===== src/rtl/shm_mailbox.sv =====
module shm_mailbox #(
  parameter int          BUF_WORDS = 14,
  parameter logic [31:0] MASK_INIT = 32'hFFFF_0000,
  parameter int          AW        = $clog2(BUF_WORDS + 5)
) (
  input  logic          clk,
  input  logic          rst_n,
  input  logic          mbx_clr,
  input  logic          h_we,
  input  logic [AW-1:0] h_addr,
  input  logic [31:0]   h_wdata,
  output logic [31:0]   h_rdata,
  input  logic          f_we,
  input  logic [AW-1:0] f_addr,
  input  logic [31:0]   f_wdata,
  output logic [31:0]   f_rdata,
  output logic          fw_irq,
  output logic          host_irq,
  output logic          buf_consumed
);
  localparam int BUF0   = 2;
  localparam int CTL_H  = BUF0 + BUF_WORDS;
  localparam int CTL_F  = CTL_H + 1;
  localparam int MASK_A = CTL_F + 1;

  logic [31:0] cnt_f2h, cnt_h2f, irq_mask;
  logic [31:0] buf_q [BUF_WORDS];
  logic        h_hold, h_req, f_hold, f_req, h_evt, f_evt;
  logic [31:0] ha, fa;
  logic        h_ctl_wr, f_ctl_wr, h_grab, f_grab, f_buf_wr;

  assign ha       = 32'(h_addr);
  assign fa       = 32'(f_addr);
  assign h_ctl_wr = h_we && ha == CTL_H;
  assign f_ctl_wr = f_we && fa == CTL_F;
  assign h_grab   = h_ctl_wr && h_wdata[3] && !f_hold;
  assign f_grab   = f_ctl_wr && f_wdata[3] && !h_hold && !h_grab;
  assign f_buf_wr = f_we && f_hold && fa >= BUF0 && fa < CTL_H;

  assign fw_irq   = h_evt && !irq_mask[0];
  assign host_irq = f_evt && !irq_mask[16];

  always_ff @(posedge clk or negedge rst_n) begin
    if (!rst_n) begin
      cnt_f2h <= '0; cnt_h2f <= '0; irq_mask <= MASK_INIT;
      h_hold <= 1'b0; h_req <= 1'b0; f_hold <= 1'b0; f_req <= 1'b0;
      h_evt <= 1'b0; f_evt <= 1'b0; buf_consumed <= 1'b0;
    end else if (mbx_clr) begin
      cnt_f2h <= '0; cnt_h2f <= '0; irq_mask <= MASK_INIT;
      h_hold <= 1'b0; h_req <= 1'b0; f_hold <= 1'b0; f_req <= 1'b0;
      h_evt <= 1'b0; f_evt <= 1'b0; buf_consumed <= 1'b0;
    end else begin
      if (f_we && fa == 0) cnt_f2h <= f_wdata;
      if (h_we && ha == 1) cnt_h2f <= h_wdata;
      if (h_we && ha == MASK_A) irq_mask <= h_wdata;
      if (h_ctl_wr) begin h_hold <= h_grab; h_req <= h_wdata[0]; end
      if (f_ctl_wr) begin f_hold <= f_grab; f_req <= f_wdata[0]; end
      h_evt <= h_ctl_wr && h_wdata[0];
      f_evt <= f_ctl_wr && f_wdata[0];
      if (h_we && h_hold && ha == BUF0) buf_consumed <= 1'b1;
      else if (f_buf_wr)                buf_consumed <= 1'b0;
    end
  end

  always_ff @(posedge clk or negedge rst_n) begin
    if (!rst_n) begin
      for (int i = 0; i < BUF_WORDS; i++) buf_q[i] <= '0;
    end else begin
      for (int i = 0; i < BUF_WORDS; i++) begin
        if (h_we && h_hold && ha == BUF0 + i)      buf_q[i] <= h_wdata;
        else if (f_we && f_hold && fa == BUF0 + i) buf_q[i] <= f_wdata;
      end
    end
  end

  function automatic logic [31:0] rd_word(input logic [31:0] a);
    logic [31:0] v;
    v = '0;
    if (a == 0)           v = cnt_f2h;
    else if (a == 1)      v = cnt_h2f;
    else if (a == CTL_H)  v = {28'd0, h_hold, 2'b00, h_req};
    else if (a == CTL_F)  v = {28'd0, f_hold, 2'b00, f_req};
    else if (a == MASK_A) v = irq_mask;
    else
      for (int i = 0; i < BUF_WORDS; i++)
        if (a == BUF0 + i) v = buf_q[i];
    return v;
  endfunction

  logic [31:0] h_rd_c, f_rd_c;
  always_comb h_rd_c = rd_word(ha);
  always_comb f_rd_c = rd_word(fa);

  always_ff @(posedge clk or negedge rst_n) begin
    if (!rst_n) begin
      h_rdata <= '0; f_rdata <= '0;
    end else begin
      h_rdata <= h_rd_c; f_rdata <= f_rd_c;
    end
  end

  a_r2_grant: assert property (@(posedge clk) disable iff (!rst_n)
    (h_ctl_wr && h_wdata[3] && !f_hold && !mbx_clr) |=> h_hold);
  a_r2_release: assert property (@(posedge clk) disable iff (!rst_n)
    (h_ctl_wr && h_wdata == 32'd0) |=> (!h_hold && !h_req));
  a_r3_one_owner: assert property (@(posedge clk) disable iff (!rst_n)
    !(h_hold && f_hold));
  a_r3_deny: assert property (@(posedge clk) disable iff (!rst_n)
    (f_ctl_wr && f_wdata[3] && h_hold) |=> !f_hold);
  a_r6_fw_event: assert property (@(posedge clk) disable iff (!rst_n)
    (h_ctl_wr && h_wdata[0] && !irq_mask[0] && !mbx_clr) |=> fw_irq);
  a_r7_consumed: assert property (@(posedge clk) disable iff (!rst_n)
    (h_we && h_hold && ha == BUF0 && !mbx_clr) |=> buf_consumed);
  a_r8_clear: assert property (@(posedge clk) disable iff (!rst_n)
    mbx_clr |=> (cnt_f2h == 0 && cnt_h2f == 0 && irq_mask == MASK_INIT
                 && !h_hold && !f_hold && !buf_consumed));
endmodule


===== config.mk =====
export PLATFORM = sky130hd
export DESIGN_NAME = shm_mailbox
export DESIGN_NICKNAME = d
export VERILOG_FILES = /design/src/rtl/shm_mailbox.sv
export SDC_FILE = /design/constraint.sdc
export NUM_CORES = 2
export LEC_CHECK = 0
export ABC_AREA = 1
export BUFFER_PORTS_ARGS = -buffer_cell sky130_fd_sc_hd__buf_4
export CAP_MARGIN = 20
export CORE_MARGIN = 3
export CORE_UTILIZATION = 38
export DETAILED_ROUTE_END_ITERATION = 6
export GPL_ROUTABILITY_DRIVEN = 0
export GPL_TIMING_DRIVEN = 0
export PLACE_DENSITY = 0.64
export SLEW_MARGIN = 20
export SYNTH_ARGS = -nofsm -noshare
export SYNTH_HDL_FRONTEND = slang
export SYNTH_SLANG_ARGS = --single-unit

===== constraint.sdc =====
create_clock -name clk -period 1.8 [get_ports clk]
set_input_delay 0.09 -clock clk [delete_from_list [all_inputs] [get_ports clk]]
set_output_delay 0.09 -clock clk [all_outputs]
set_load 0.01 [all_outputs]

==> out/metrics.yaml <==
outcome: "finished with violations"
failed_checks: "negative setup slack"
cts_inserted_buffers: 70
synth.area.mux_share: 0
peakVddDrop_mv: 0.5973
drt_first_pass_iters: 7
clock_sinks: 615
clock_tree.root_cell: "clkbuf_16"
power.share.clock: 0.387
wl_met2_mm: 70.51
synth_xor_area_frac: 0
dpl.cell_count: 5971
critical_path_arrival_ns: 2.42
reg2reg_to: "buf_q[272]"
finalSetupViolations: 36
final_area_um2: 41950
criticalPathCategory: "flip-flop to flip-flop"
grt_pass1_wl_mm: 238.7
area_delta_synth_final_pct: 22.89
cp-endpoint: "buf_q[272]"
yosys_warnings: 0
fmaxAchievable_ghz: 0.5179
clk_pin_slew_ns: 0.06
die_w_um: 305.7
crit_start: "h_hold"
post-route-drc-count: 0
finalPower_mw: 37.52
startpoint_type: "flip-flop"
crit_fanout: 9
r2r-start: "h_hold"
final-max-slew-violation-count: 0
fillCellCount: 8805
worst_slack_ns: -0.1309
grt_usage: 0.3469
worst_pin_slew_ns: 1.074
synth-compound-area-share: 0.1791
final_cell_mix: "nand2_1, dfrtp_1, inv_1, o21ai_0, o221ai_1"
ys_seq_elements: 615
met1_length_mm: 60.33
wl_per_cell_um: 27.10
skew_ns: 0.02473
multiInputGateArea_um2: 16290
synth_nets: 4750
ys_seq_area_frac: 0.4514
synth_top_family_by_area: "simple AND/OR/NAND/NOR gates"
worstRegToRegCells: 10
worstPathRequired_ns: 2.29
synth_cell_types: 38
final_common_cell: "nand2_1"
critPathCaptureType: "flip-flop"
power_density_nw_per_um2: 894.4
dp_slack_ns: -1.127
seq_area_um2: 15410
hp-class: "input port to asynchronous set/reset pin"
worst_hold_slack_ns: 0.005569
port_buffers: 127
p_comb_frac: 0.160
antenna_found_initial: 2
dp_hpwl_mm: 129.7
finalHoldViolCount: 0
synth_top_area_share: 0.4391
yosys.area_share.simple: 0.2689
synth.largest_area_cell: "dfrtp_1"
highest_layer: "met5"
start_util: 0.3845
clk_path_buf_depth: 3
seqPwrFrac: 0.453
avgSynthCellArea_um2: 7.308
grt-ovfl-total: 0
swShare: 0.3054
wl_met3_mm: 22.41
vias: 38458
cts_tree: "done"
h-tree-depth: 3
wl_mm: 168.7
row_count: 109
die_y_um: 305.7
ios: 146
finalCritPeriodShare: 1.073
p_switching_mw: 11.46
intPower_mw: 26.06
drive_above_1_share: 0.1696
initialDrtViolationCount: 6181
rrSetupSlack_ns: -0.13
synth_area_leaders: "dfrtp_1, nand2_1, o21ai_0"
dieArea_um2: 93460
clock_latency_ns: 0.65
synth_cells: 4671
grt_pass1_vias: 35472
viasPerCell: 6.179
core_area_um2: 88780
maxSlewHeadroom: 0.2837
syn_area_um2: 34140
drtAntennaViolNets: 0
stdcell_count: 6224
synthAdderAreaFrac: 0
maxCapViolCount: 0
power.leakage_nw: 19.47
grt_max_degree: 95
nets: 5086
dpl_cell_area_um2: 36760
period_needed_ns: 1.931
rsz0062_at_grt: "true"
power groups by stage:
stage	logic [mW]	clock network [mW]	registers, mW
3_3_place_gp	5.22	0	17.1
3_5_place_dp	5.39	0	17.1
5_1_grt	6.48	15.0	17.2
4_1_cts	5.62	14.5	16.9
6_report	6.00	14.5	17.0
2_1_floorplan	3.02	0	16.9
worst max-delay path: stages, from the launching register on:
cell	delay [ns]
dfrtp_2	0.41
nand2_8	0.12
buf_12	0.18
buf_6	0.12
nor2_4	0.13
clkinv_4	0.12
nand2_8	0.16
clkinvlp_4	0.16
buf_12	0.17
nand2_1	0.07
o211ai_1	0.10
registers in the layout, indices dropped and copies added, names as in the netlist, 32 cells and up:
register  cells
buf_q       448
cnt_f2h      32
cnt_h2f      32
f_rdata      32
h_rdata      32
irq_mask     32
synth_stat cells:
cell type / n
nor2_1: 201
or2_2: 11
buf_1: 6
a21oi_1: 49
o221ai_1: 269
nand3_1: 201
nor2_8: 1
clkinv_1: 13
inv_1: 488
nand2_2: 5
nor2_4: 11
o22ai_1: 25
o41ai_1: 1
clkbuf_2: 1
nand4_1: 153
buf_2: 90
a22oi_1: 27
buf_4: 3
o21ai_1: 96
o31ai_1: 2
o21bai_1: 1
a31oi_1: 10
nand3_2: 3
nand2_1: 1534
nor3_2: 1
nor2_2: 27
a221oi_1: 4
nor3_1: 17
or2_1: 3
clkbuf_1: 206
inv_2: 72
dfrtp_1: 599
o21ai_0: 490
buf_6: 1
o211ai_1: 12
nand3b_1: 6
dfstp_2: 16
or2_0: 16
per-layer routing:
metal  global-route usage  vias to the layer above
met5                    0                        -
met4               0.2636                        2
met3              0.08653                      762
met2               0.5039                     3119
met1               0.4449                    18408
li1                     -                    16167
per-stage QoR:
stage,setup TNS (ns),utilization
after floorplan,0,-
after global placement,-4513.67,0.4116
after detailed placement,-477.79,0.4141
after CTS,-0.2454,0.4567
after global routing,-2.137,0.4724
final,-1.189,0.4725
repair_timing:
item / CTS / global route
gates resized for setup: 285 / 358
setup buffers: 17 / 53
endpoints found under the hold margin: 450 / 0
hold buffers: 56 / 0
endpoints found under the setup margin: 591 / 601
pin swaps: 30 / 137
gates cloned: 1 / 4
cell type report:
type,instances,share of cell area
diodes,1,0.00005966
plain buffers,305,0.04417
clock buffers,112,0.05038
clock inverters,11,0.002625
inverters,573,0.05303
multi-input cells,3176,0.3884
flip-flops and latches,615,0.3674
well taps,1165,0.03475
repair buffers,266,0.05918
logic make-up (layout without fill, tap and decap cells):
family          after synthesis  in the layout
compound gates              986            986
buf+inv                     880           1267
other cells                   0              1
simple gates               2190           2190
flops                       615            615
how the worst min path moves through the flow:
stage | start | to | depth (start not counted)
4_1_cts | rst_n | buf_q[405] | 3
6_report | rst_n | buf_q[438] | 3
3_3_place_gp | h_wdata[27] | buf_q[123] | 3
3_5_place_dp | rst_n | buf_q[407] | 1
2_1_floorplan | rst_n | buf_consumed | 0
5_1_grt | rst_n | buf_q[405] | 3
Power figures use the tool's default switching activity.
